===== src/rtl/irq_ser_pkg.sv =====
package irq_ser_pkg;

  localparam int SLOT_W = 6;

  localparam logic [SLOT_W-1:0] SL_IDLE = 6'd0;
  localparam logic [SLOT_W-1:0] SL_TYPE = 6'd1;
  localparam logic [SLOT_W-1:0] SL_ARB0 = 6'd2;
  localparam logic [SLOT_W-1:0] SL_ARB3 = 6'd5;
  localparam logic [SLOT_W-1:0] SL_SUM0 = 6'd6;
  localparam logic [SLOT_W-1:0] SL_SUM1 = 6'd16;
  localparam logic [SLOT_W-1:0] SL_CSUM = 6'd17;
  localparam logic [SLOT_W-1:0] SL_POST = 6'd18;
  localparam logic [SLOT_W-1:0] SL_REL0 = 6'd19;
  localparam logic [SLOT_W-1:0] SL_ACK  = 6'd33;
  localparam logic [SLOT_W-1:0] SL_END  = 6'd34;

  localparam logic [1:0] PAIR_REL  = 2'b11;
  localparam logic [1:0] PAIR_POST = 2'b00;
  localparam logic [1:0] TYPE_NORM = 2'b01;
  localparam logic [1:0] TYPE_EOI  = 2'b11;
  localparam logic [1:0] ST_ACCEPT = 2'b10;

  typedef struct packed {
    logic       eoi;
    logic [3:0] arb_id;
    logic       dst_mode;
    logic [2:0] dlv_mode;
    logic       level;
    logic       trig;
    logic [7:0] vec;
    logic [7:0] dst;
  } irq_msg_t;

  // pair carried in the checksum-covered window (slots 6..16)
  function automatic logic [1:0] field_pair(irq_msg_t m, logic [SLOT_W-1:0] slot);
    logic [21:0] pl;
    int k;
    pl = {m.dst_mode, m.dlv_mode, m.level, m.trig, m.vec, m.dst};
    k  = int'(slot) - int'(SL_SUM0);
    if (k < 0 || k > 10) return 2'b00;
    return {pl[21-2*k], pl[20-2*k]};
  endfunction

endpackage


===== src/rtl/irq_slot_seq.sv =====
module irq_slot_seq
  import irq_ser_pkg::*;
(
  input  logic              clk_i,
  input  logic              rst_ni,
  input  logic              start_i,
  input  logic              restart_i,
  output logic [SLOT_W-1:0] slot_o
);

  logic [SLOT_W-1:0] slot_q, slot_d;

  always_comb begin
    slot_d = slot_q;
    if (slot_q == SL_IDLE) begin
      if (start_i) slot_d = SL_TYPE;
    end else if (slot_q == SL_END) begin
      slot_d = restart_i ? SL_TYPE : SL_IDLE;
    end else begin
      slot_d = slot_q + 6'd1;
    end
  end

  always_ff @(posedge clk_i or negedge rst_ni) begin
    if (!rst_ni) slot_q <= SL_IDLE;
    else         slot_q <= slot_d;
  end

  assign slot_o = slot_q;

  a_r2_advance: assert property (@(posedge clk_i) disable iff (!rst_ni)
    (slot_q != SL_IDLE && slot_q != SL_END) |=> slot_q == $past(slot_q) + 6'd1);

  a_r9_wrap: assert property (@(posedge clk_i) disable iff (!rst_ni)
    (slot_q == SL_END && restart_i) |=> slot_q == SL_TYPE);

  a_r2_range: assert property (@(posedge clk_i) disable iff (!rst_ni)
    slot_q <= SL_END);

endmodule


===== src/rtl/irq_frame_enc.sv =====
module irq_frame_enc
  import irq_ser_pkg::*;
(
  input  logic [SLOT_W-1:0] slot_i,
  input  irq_msg_t          msg_i,
  output logic [1:0]        pair_o
);

  logic [1:0] csum;

  always_comb begin
    csum = 2'b00;
    for (int s = int'(SL_SUM0); s <= int'(SL_SUM1); s++)
      csum = csum + field_pair(msg_i, SLOT_W'(s));
  end

  always_comb begin
    pair_o = PAIR_REL;
    if (slot_i == SL_TYPE)
      pair_o = msg_i.eoi ? TYPE_EOI : TYPE_NORM;
    else if (slot_i >= SL_ARB0 && slot_i <= SL_ARB3)
      pair_o = {msg_i.arb_id[2'(SL_ARB3 - slot_i)], 1'b0};
    else if (slot_i >= SL_SUM0 && slot_i <= SL_SUM1)
      pair_o = field_pair(msg_i, slot_i);
    else if (slot_i == SL_CSUM)
      pair_o = csum;
    else if (slot_i == SL_POST)
      pair_o = PAIR_POST;
  end

endmodule


===== src/rtl/irq_retry_ctl.sv =====
module irq_retry_ctl
  import irq_ser_pkg::*;
#(
  parameter int MAX_RETRY = 3,
  parameter int RETRY_W   = $clog2(MAX_RETRY + 1)
) (
  input  logic               clk_i,
  input  logic               rst_ni,
  input  logic               start_i,
  input  logic [SLOT_W-1:0]  slot_i,
  input  logic [1:0]         bus_i,
  output logic               restart_o,
  output logic               done_o,
  output logic               error_o,
  output logic [RETRY_W-1:0] retry_cnt_o
);

  localparam logic [RETRY_W-1:0] RETRY_MAX = RETRY_W'(MAX_RETRY);

  logic               ack_q, done_q, err_q;
  logic [RETRY_W-1:0] retry_q;
  logic               at_end, budget_left;

  assign at_end      = (slot_i == SL_END);
  assign budget_left = (retry_q < RETRY_MAX);
  assign restart_o   = at_end && !ack_q && budget_left;

  always_ff @(posedge clk_i or negedge rst_ni) begin
    if (!rst_ni) begin
      ack_q   <= 1'b0;
      done_q  <= 1'b0;
      err_q   <= 1'b0;
      retry_q <= '0;
    end else begin
      if (slot_i == SL_ACK) ack_q <= (bus_i == ST_ACCEPT);
      done_q <= at_end && !restart_o;
      err_q  <= at_end && !ack_q && !budget_left;
      if (start_i)        retry_q <= '0;
      else if (restart_o) retry_q <= retry_q + 1'b1;
    end
  end

  assign done_o      = done_q;
  assign error_o     = err_q;
  assign retry_cnt_o = retry_q;

  a_r8_pulse: assert property (@(posedge clk_i) disable iff (!rst_ni)
    done_q |=> !done_q);

  a_r10_err_with_done: assert property (@(posedge clk_i) disable iff (!rst_ni)
    err_q |-> done_q);

  a_r10_cap: assert property (@(posedge clk_i) disable iff (!rst_ni)
    retry_q <= RETRY_MAX);

  a_r9_count: assert property (@(posedge clk_i) disable iff (!rst_ni)
    restart_o |=> retry_q == $past(retry_q) + 1'b1);

  a_r12_clear: assert property (@(posedge clk_i) disable iff (!rst_ni)
    start_i |=> retry_q == '0);

  a_r8_accept: assert property (@(posedge clk_i) disable iff (!rst_ni)
    (slot_i == SL_ACK && bus_i == ST_ACCEPT) |=> ##1 (done_q && !err_q));

endmodule


===== src/rtl/irq_lp_msg_tx.sv =====
module irq_lp_msg_tx
  import irq_ser_pkg::*;
#(
  parameter int MAX_RETRY = 3,
  parameter int RETRY_W   = $clog2(MAX_RETRY + 1)
) (
  input  logic               clk_i,
  input  logic               rst_ni,
  input  logic               req_i,
  input  logic               eoi_i,
  input  logic [3:0]         arb_id_i,
  input  logic               dst_mode_i,
  input  logic [2:0]         dlv_mode_i,
  input  logic               level_i,
  input  logic               trig_i,
  input  logic [7:0]         vector_i,
  input  logic [7:0]         dest_i,
  input  logic [1:0]         bus_i,
  output logic [1:0]         bus_o,
  output logic               done_o,
  output logic               error_o,
  output logic [RETRY_W-1:0] retry_cnt_o
);

  logic [SLOT_W-1:0] slot;
  logic              start, restart;
  irq_msg_t          msg_q;
  logic [1:0]        pair;

  assign start = req_i && (slot == SL_IDLE);

  always_ff @(posedge clk_i or negedge rst_ni) begin
    if (!rst_ni) begin
      msg_q <= '0;
    end else if (start) begin
      msg_q <= '{eoi: eoi_i, arb_id: arb_id_i, dst_mode: dst_mode_i,
                 dlv_mode: dlv_mode_i, level: level_i, trig: trig_i,
                 vec: vector_i, dst: dest_i};
    end
  end

  irq_slot_seq u_seq (
    .clk_i    (clk_i),
    .rst_ni   (rst_ni),
    .start_i  (start),
    .restart_i(restart),
    .slot_o   (slot)
  );

  irq_frame_enc u_enc (
    .slot_i(slot),
    .msg_i (msg_q),
    .pair_o(pair)
  );

  irq_retry_ctl #(
    .MAX_RETRY(MAX_RETRY),
    .RETRY_W  (RETRY_W)
  ) u_retry (
    .clk_i      (clk_i),
    .rst_ni     (rst_ni),
    .start_i    (start),
    .slot_i     (slot),
    .bus_i      (bus_i),
    .restart_o  (restart),
    .done_o     (done_o),
    .error_o    (error_o),
    .retry_cnt_o(retry_cnt_o)
  );

  assign bus_o = (slot == SL_IDLE) ? PAIR_REL : pair;

  a_r1_idle_release: assert property (@(posedge clk_i) disable iff (!rst_ni)
    (slot == SL_IDLE) |-> bus_o == PAIR_REL);

  a_r7_release: assert property (@(posedge clk_i) disable iff (!rst_ni)
    (slot >= SL_REL0) |-> bus_o == PAIR_REL);

  a_r7_postamble: assert property (@(posedge clk_i) disable iff (!rst_ni)
    (slot == SL_POST) |-> bus_o == PAIR_POST);

  a_r4_arb_low: assert property (@(posedge clk_i) disable iff (!rst_ni)
    (slot >= SL_ARB0 && slot <= SL_ARB3) |-> !bus_o[0]);

  a_r11_hold: assert property (@(posedge clk_i) disable iff (!rst_ni)
    (slot != SL_IDLE) |=> $stable(msg_q));

  a_r8_done_idle: assert property (@(posedge clk_i) disable iff (!rst_ni)
    done_o |-> slot == SL_IDLE);

endmodule


===== config.mk =====
export PLATFORM = sky130hd
export DESIGN_NAME = irq_lp_msg_tx
export DESIGN_NICKNAME = d
export VERILOG_FILES = /design/src/rtl/irq_ser_pkg.sv /design/src/rtl/irq_slot_seq.sv /design/src/rtl/irq_frame_enc.sv /design/src/rtl/irq_retry_ctl.sv /design/src/rtl/irq_lp_msg_tx.sv
export SDC_FILE = /design/constraint.sdc
export NUM_CORES = 1
export LEC_CHECK = 0
export ABC_AREA = 1
export BUFFER_PORTS_ARGS = -buffer_cell sky130_fd_sc_hd__buf_4
export CAP_MARGIN = 30
export CORE_MARGIN = 1.5
export CORE_UTILIZATION = 55
export DETAILED_ROUTE_END_ITERATION = 8
export PLACE_DENSITY = 0.78
export RECOVER_POWER = 100
export SLEW_MARGIN = 30
export SYNTH_ARGS = -nofsm -noshare
export SYNTH_HDL_FRONTEND = slang
export SYNTH_SLANG_ARGS = --single-unit

===== constraint.sdc =====
create_clock -name clk_i -period 5.3 [get_ports clk_i]
set_clock_uncertainty 0.05 [all_clocks]
set_input_delay 0.265 -clock clk_i [delete_from_list [all_inputs] [get_ports clk_i]]
set_output_delay 0.265 -clock clk_i [all_outputs]
set_load 0.005 [all_outputs]

; ---- After elaboration in Yosys (flattened, before gate mapping)
; Index checks and enable logic that the tools add are counted.
[word_totals]
regBits = 38
inputBits = 32
out_inout_bits = 6
elab_cells = 86
[op_classes]
addsub = 16
magnitude_cmp = 10
eq_ne = 7
muxes = 27
n_reduce_logical = 13
[ops]
columns = operator, n
row1 = less-than comparator 32 x 7 -> 1 bit (second input constant), 2
row2 = subtractor 6 x 32 -> 32 bit (first input constant), 2
row3 = > comparator 32 x 5 -> 1 bit (second input constant), 1
row4 = less-than comparator 32 x 1 -> 1 bit (second input constant), 1
row5 = 2-to-1 mux 2 bit, 11
row6 = adder 2 bit, 10
row7 = 2-to-1 mux 6 bit, 3
row8 = equality test 6 x 5 -> 1 bit (second input constant), 2
row9 = equality test 6 bit (second input constant), 2
row10 = binary-select mux 1 bit (select 5 bit), 2
row11 = 2-to-1 mux 1 bit, 10
row12 = logical AND 1 bit, 7
row13 = subtractor 6 x 3 -> 7 bit (second input constant), 1
row14 = adder 6 x 1 -> 6 bit (second input constant), 1
row15 = equality test 6 x 1 -> 1 bit (second input constant), 1
row16 = greater-or-equal comparator 6 x 2 -> 1 bit (second input constant), 1
row17 = greater-or-equal comparator 6 x 3 -> 1 bit (second input constant), 1
row18 = less-or-equal comparator 6 x 3 -> 1 bit (second input constant), 1
row19 = less-or-equal comparator 6 x 5 -> 1 bit (second input constant), 1
row20 = logical NOT 6 bit, 1
row21 = logical NOT 1 bit, 3
row22 = less-than comparator 2 x 3 -> 1 bit (second input constant), 1
row23 = adder 2 x 1 -> 2 bit (second input constant), 1
row24 = binary-select mux 1 bit (select 2 bit), 1
row25 = other kinds (6), 6

; ---- Longest topological paths before layout
; Gate-level depths: netlist of run 1.
[logic_depth]
ltp_word = 15
ltp_mapped = 23
ltp_nobuf = 23

; ---- Cells and area by module
; A second synthesis of run 1 with hierarchy kept.
[unflattened]
cells_unflattened = 374
hier_area_um2 = 2778.9
[modules_own_cells]
columns = mod, instances, cells_per_inst, area_per_inst_um2, seq_area_each_um2
row1 = irq_lp_msg_tx, 1, 126, 1117.3, 675.6
row2 = irq_frame_enc, 1, 166, 970.9, 0.0
row3 = irq_slot_seq, 1, 46, 395.4, 150.1
row4 = irq_retry_ctl, 1, 36, 295.3, 125.1

; ---- Worst setup path after synthesis of run 1
; OpenSTA, ideal clock, no wires.
[synth_timing]
kind = register to output
from = register msg_q[14] (netlist bit)
to = output port bus_o[1]
arrival_ns = 3.151
required_time_ns = 4.985
path_slack_ns = 1.834
stages_incl_launch_ff = 21
n_path_buf = 0
path_cell_list = dfrtp_1 fa_1 inv_1 fa_1 inv_1 fa_1 fa_1 xor2_1 nand2_1 nand2_1 inv_1 nand3_1 nand2_1 nand2_1 nand2_1 nand2_1 nand2_1 nand2_1 nand2_1 nand2_1 nand2_1
[synth_via]
elab_chain_cells = 13
word_cells_on_any_way = 17
classes_between = add/sub (8) / mux (9)
[synth_lines]
columns = element, line
row1 = from (decl), irq_lp_msg_tx.sv:27  ; irq_msg_t msg_q;
row2 = from (signal assigned), irq_lp_msg_tx.sv:36  ; msg_q <= '{eoi: eoi_i, arb_id: arb_id_i, dst_mode: dst_mode_i,
row3 = adder 2 bit (8 in series), irq_frame_enc.sv:14  ; csum = csum + field_pair(msg_i, SLOT_W'(s));
row4 = 2-to-1 mux 2 bit, irq_frame_enc.sv:25  ; else if (slot_i == SL_CSUM)
row5 = 2-to-1 mux 2 bit *, irq_frame_enc.sv:23  ; else if (slot_i >= SL_SUM0 && slot_i <= SL_SUM1)
row6 = 2-to-1 mux 2 bit *, irq_frame_enc.sv:21  ; else if (slot_i >= SL_ARB0 && slot_i <= SL_ARB3)
row7 = 2-to-1 mux 2 bit *, irq_frame_enc.sv:19  ; if (slot_i == SL_TYPE)
row8 = 2-to-1 mux 2 bit *, irq_lp_msg_tx.sv:71  ; assign bus_o = (slot == SL_IDLE) ? PAIR_REL : pair;
row9 = to (decl), irq_lp_msg_tx.sv:19  ; output logic [1:0] bus_o,
; Mark *: on every way between the ends. The rest lies on a longest branch, timed or not. The select of a mux whose other input is x is not followed.

; ---- Worst setup path in the final report of run 1
; Ends and elaborated chain as after synthesis.

==> results.cfg, run 1 <==
[timing]
fin_setup_tns_ns = 0
finalCriticalPeriod_ns = 4.07
final_max_slew_viol_count = 39
rsz0062_at_grt = no
relSlewSlack_pct = -36.2
fmax_mhz = 246
hold_viol_final = 0
tightestPinTransition_ns = 2.04
finalCritPeriodShare_pct = 76.8
finalSetupViolations = 0

[global_routing]
antenna_found_initial = 0
grt_pass1_vias = 2126
grt_pass1_wl_um = 9560
grt_max_degree = 39
grt-ovfl-total = 0
groute.usage.overall_pct = 24.4

[final_layout]
final_common_cell = nand2_1
n_antenna_cell = 0
syn_to_final_growth_pct = 14.5
final_cell_mix = nand2_1, dfrtp_1, inv_1
drive_above_1_share_pct = 13.0
fin_nets = 415
fin_util_pct = 65.5
layout.cells.non_filler = 420

[routing]
wl_per_cell_um = 13.0
vias_per_cell = 5.23
dr.pass1.iters = 4
vias = 2198
routed-wl-met2_um = 2480
drt-total-wl_um = 5460
met1_length_um = 2570
route.detailed.drc = 0
initialDrtViolationCount = 139
topRoutingLayerUsed = met4
wl_met3_um = 335
drtAntennaViolNets = 0

[cts]
cts_setup_buffers = 0
clk_latency_ns = 0.29
cts_root_buf = clkbuf_8
cts_tree = yes
cts.path.max_buffers = 2
cts_sinks = 38
cts_buffers = 5
htreeDepth = 2
post_cts_resize_count = 0
cts.clk_slew.worst_paths_ns = 0.09

[critical_path]
crit_required_ns = 4.99
end_kind = primary output
worst-setup-path-type = flop to primary output
worstPathBufferInverterCount = 4
cp.arrival_ns = 3.75
crit_path_cell_trace = fa_1, inv_1, fa_1, inv_1, fa_1, fa_1, xnor2_1, nand2_1, nand2_1, inv_1, nand3_1, nand2_1, nand2_1, nand2_1, nand2_1, nand2_1, nand2_1, nand2_1, nand2_1, nand2_1, clkbuf_4
crit_fanout = 3
crit_top_cell = nand2_1
slowest_stage = fa_1
max_stage_delay_ns = 0.56
worstSetupStartpointType = flop
crit_family = adder cells

[logic_synthesis]
synth.yosys.warnings = 0
netlist_instances = 330
synthArstFlopShare_pct = 100
synth.avg_cell_area_um2 = 7.54
synth_nets = 378
netlist_area_um2 = 2490
synth-seq-cells = 38
synth_edf_count = 0
ys_dominant_reg_cell = dfrtp_1
ys_seq_area_share_pct = 38.2
yosys.cell_types.count = 31

[floorplan]
die_area_um2 = 4940
fp.coreArea_um2 = 4350
initial_utilization_pct = 57.2
ios = 38
dieHeight_um = 70.3
die_w_um = 70.3
std_cell_rows = 24

[status]
outcome = complete, but fails checks
violations = max-capacitance violations, max-slew violations

[job]
drv_cap = 1

[placed_design]
dp.cells = 411
dp_hpwl_um = 3980
gp_congestion = 0.889
io_buffers = 37

[hold_path]
hp-class = input port to flop
[state kept, by name, summed over array words and instances, names as in the netlist]
signal and flops:
u_retry.done_o 1, u_seq.slot_o 6, msg_q 27, u_retry.retry_cnt_o 2
u_retry.ack_q 1, u_retry.error_o 1
[worst min-delay path: stages]
cell,delay [ns]
buf_4,0.08
nand2_1,0.04
nand2_1,0.05
[cell type report]
class                           count  area, um2
Clock inverter                      1       5.00
Sequential cell                    38        951
Tap cell                           52       65.1
Multi-Input combinational cell    249       1330
Timing Repair Buffer               39        288
Clock buffer                        7       86.3
Inverter                           34        128
Fill cell                         387       1500
[what timing repair did]
action,in CTS,in global routing
endpoints found under the setup margin,0,0
hold buffers,1,0
hold endpoints to repair,38,0
[routing by layer]
| metal | track usage, % | vias up |
|---|---|---|
| met3 | 4.62 | 8 |
| met5 | 0 | - |
| met1 | 34.3 | 1010 |
| met2 | 38.6 | 67 |
| li1 | - | 1113 |
| met4 | 6.84 | 0 |
[cells by family after synthesis]
family / Yosys count / synth area share (%)
DFF: 38 / 38.2
adders and majority gates: 16 / 10.2
and+or+nand+nor: 180 / 30.1
xor gates and xnor gates: 14 / 5.23
AOI/OAI and AO/OA: 39 / 8.55
buffers and inverters: 43 / 7.79
[metrics by stage]
step	cell area (um2)	setup slack, ns	hold WS [ns]
floorplan	2490	1.83	-0.0806
finish	2850	1.23	0.109
global placement	2770	1.64	0.206
global route	2850	0.782	0.114
detailed placement	2770	1.53	0.210
CTS	2870	1.22	0.110
[synthesized netlist by cell type, types with 2 or more instances]
cell,count,area (um2)
o22ai_1,2,12.5
inv_2,2,7.51
nor2_2,2,12.5
buf_2,6,30.0
buf_6,2,22.5
a21oi_1,12,60.1
ha_1,9,113
nor3_1,5,25.0
o21ai_0,19,95.1
nand4_1,2,12.5
xor2_1,6,52.6
a31oi_1,2,12.5
fa_1,7,140
nand3_1,18,90.1
dfrtp_1,38,951
xnor2_1,7,61.3
inv_1,32,120
nor2_1,18,67.6
nand2_1,129,484
[worst paths after layout]
path	startpoint	slack (ns)	cells past startpoint	to
max in group asynchronous	rst_ni	2.98	2	msg_q[23]$_DFFE_PN0P_
hold reg to reg	msg_q[22]$_DFFE_PN0P_	0.43	2	msg_q[22]$_DFFE_PN0P_
setup / recovery	msg_q[14]$_DFFE_PN0P_	1.23	21	bus_o[1]
setup reg to reg	u_seq.slot_o[0]$_DFFE_PN0P_	1.28	8	u_retry.retry_cnt_o[1]$_DFFE_PN0P_
hold / removal	dst_mode_i	0.11	3	msg_q[21]$_DFFE_PN0P_
min in group asynchronous	rst_ni	1.03	2	msg_q[5]$_DFFE_PN0P_
Power of run 1 is left out: the tool's default activity adds up to more than one toggle a clock period on the data nets, which glitch-free logic cannot reach.
==> run 2, diff against run 1 <==
- ABC_AREA: 1 -> 0
- clock period: 5.3 -> 4.1 ns (I/O delays scaled with it)
==> run 2 against run 1 <==
Effect of this change: the flow still finishes with violations (max-capacitance violations, max-slew violations); sequential share of layout area is 0.10 points higher; routed wire length down 6.1%; count of clock-buffer cells in the layout is 1 lower; synthesized area decreased by 3.9%; via count decreased by 12%; register-to-register slack gained 0.29 ns; design area is 0.31% lower; global-route usage grew 0.96 points.
==> results.cfg, run 2 <==
[cts]
cts.clk_slew.worst_paths_ns = 0.07
htreeDepth = 2
clk_latency_ns = 0.29
cts_sinks = 38
cts_buffers = 5
cts.path.max_buffers = 2
cts_tree = yes
cts_root_buf = clkbuf_8

[critical_path]
crit_fanout = 3
end_kind = primary output
worstSetupStartpointType = flop
crit_required_ns = 3.85
worst-setup-path-type = flop to primary output
cp.arrival_ns = 3.68

[global_routing]
met1_usage_pct = 35.6
grt-ovfl-total = 0
use_met2_pct = 38.2
groute.usage.overall_pct = 25.3
grt_max_degree = 39
grt_pass1_vias = 1874
met3_usage_pct = 6.49
grt_pass1_wl_um = 8700
grt-busiest-layer = met2
antenna_found_initial = 0

[logic_synthesis]
ys_seq_area_share_pct = 39.7
ys_top_cells_by_count = nand2_1, dfrtp_1, nor2_1, xnor2_1, inv_1
netlist_instances = 265
netlist_area_um2 = 2390
synth_top_area_cell = dfrtp_1
synth.avg_cell_area_um2 = 9.03
synthArstFlopShare_pct = 100
yosysMostFrequentCell = nand2_1
synth_top_area_share_pct = 39.7
synth_edf_count = 0
synth-seq-cells = 38
synth.yosys.warnings = 0
synth_nets = 313
yosys-top-cells-area = dfrtp_1, nand2_1, fa_1, xnor2_1, ha_1
yosys.cell_types.count = 38
ys_dominant_reg_cell = dfrtp_1

[floorplan]
fp.coreArea_um2 = 4090
initial_utilization_pct = 58.5
dieHeight_um = 69.0
die_w_um = 69.0
ios = 38
std_cell_rows = 23
die_area_um2 = 4750

[timing]
setup_ws_ns = 0.164
rsz0062_at_grt = no
relSlewSlack_pct = -32.0
fmax_mhz = 254
tightestPinTransition_ns = 1.98
final_max_slew_viol_count = 39
finalCritPeriodShare_pct = 96.0
hold_viol_final = 0
finalSetupViolations = 0
finalCriticalPeriod_ns = 3.94
fin_setup_tns_ns = 0
holdWs_ns = 0.0515

[final_layout]
final_common_cell = nand2_1
fin_nets = 346
n_antenna_cell = 0
largest_register_ffs = 27
final_cell_mix = nand2_1, dfrtp_1, buf_4
fin_area_um2 = 2840
syn_to_final_growth_pct = 18.8
drive_above_1_share_pct = 18.7
regMostFlops = msg_q
fin_util_pct = 69.5

[placed_design]
placed_area_um2 = 2680
gp_congestion = 0.928
place_ws_ns = 0.428
dp_hpwl_um = 3880
io_buffers = 37

[pwr]
p_per_area_nw_per_um2 = 1090
vdd_drop_max_uv = 510
p_leak_nw = 1.41

[routing]
vias = 1926
initialDrtViolationCount = 107
wl_per_cell_um = 14.7
route.detailed.drc = 0
dr.pass1.iters = 4
drt-total-wl_um = 5130
vias_per_cell = 5.52
drtAntennaViolNets = 0

[hold_path]
hp-class = input port to flop

[job]
drv_cap = 1

[status]
outcome = complete, but fails checks
violations = max-capacitance violations, max-slew violations
[run 2: changes by cell type after synthesis, moves of 7 or more]
cell,change
a21oi_1,-7
xnor2_1,+9
nand2_1,-44
o21ai_0,-10
inv_1,-22
nand3_1,-13
[run 2: path summary, 6_finish.rpt]
path / from / end / slack, ns / cells past startpoint
worst max-delay path: msg_q[14]$_DFFE_PN0P_ / bus_o[1] / 0.16 / 13
worst min-delay path: vector_i[7] / msg_q[15]$_DFFE_PN0P_ / 0.05 / 3
worst max register to register: u_seq.slot_o[3]$_DFFE_PN0P_ / msg_q[6]$_DFFE_PN0P_ / 1.57 / 4
worst min register to register: u_retry.ack_q$_DFFE_PN0N_ / u_retry.error_o$_DFF_PN0_ / 0.42 / 1
max in group asynchronous: rst_ni / u_seq.slot_o[2]$_DFFE_PN0P_ / 1.91 / 2
min in group asynchronous: rst_ni / msg_q[7]$_DFFE_PN0P_ / 0.96 / 2
[run 2: logic make-up (layout without fill, tap and decap cells)]
group	Yosys count	count (layout)	synth area share, %
muxes	8	8	5.96
AOI/OAI and AO/OA	33	33	8.94
xor gates and xnor gates	22	22	8.05
buffers and inverters	22	56	3.87
and+or+nand+nor	126	126	22.9
adders and majority gates	16	16	10.6
DFF	38	38	39.7
[run 2: power by group]
| part | internal, mW | switching, mW |
|---|---|---|
| Clock | 0.260 | 0.133 |
| Combinational | 1.01 | 0.949 |
| Sequential | 0.528 | 0.216 |
| Total | 1.79 | 1.30 |
[run 2: per-layer routing]
metal	wire length [um]	part of all wire, %
met5	0	0
met4	79	1.5
met3	259	5.1
met2	2330	45
met1	2460	48
[run 2: final cells by class]
type / count / area (um2)
Tap cell: 50 / 62.6
Fill cell: 331 / 1240
Sequential cell: 38 / 951
Inverter: 10 / 37.5
Timing Repair Buffer: 38 / 284
Clock buffer: 6 / 82.6
Multi-Input combinational cell: 205 / 1360
Clock inverter: 2 / 60.1
[run 2: timing repair]
action | CTS | global route
hold buffers | 1 | 0
gates resized for setup | 0 | 3
hold endpoints to repair | 38 | 0
setup buffers | 0 | 0
setup endpoints to repair | 0 | 1
[run 2: per-stage QoR]
step | std cells | power [mW]
floorplan | 265 | 2.23
global placement | 340 | 2.56
detailed placement | 340 | 2.64
CTS | 349 | 3.04
global route | 349 | 3.35
finish | 349 | 3.09
[run 2: critical path, stage by stage (launching register included)]
cell and delay, ns:
dfrtp_1 0.41, fa_1 0.56, inv_1 0.06, fa_1 0.48, inv_1 0.05, fa_1 0.46
fa_2 0.37, xnor2_2 0.14, xnor2_1 0.19, xnor2_1 0.16, xnor2_1 0.14, a31oi_1 0.11
o21ai_1 0.14, buf_4 0.12
No activity file was read; power rests on OpenSTA's default activity.
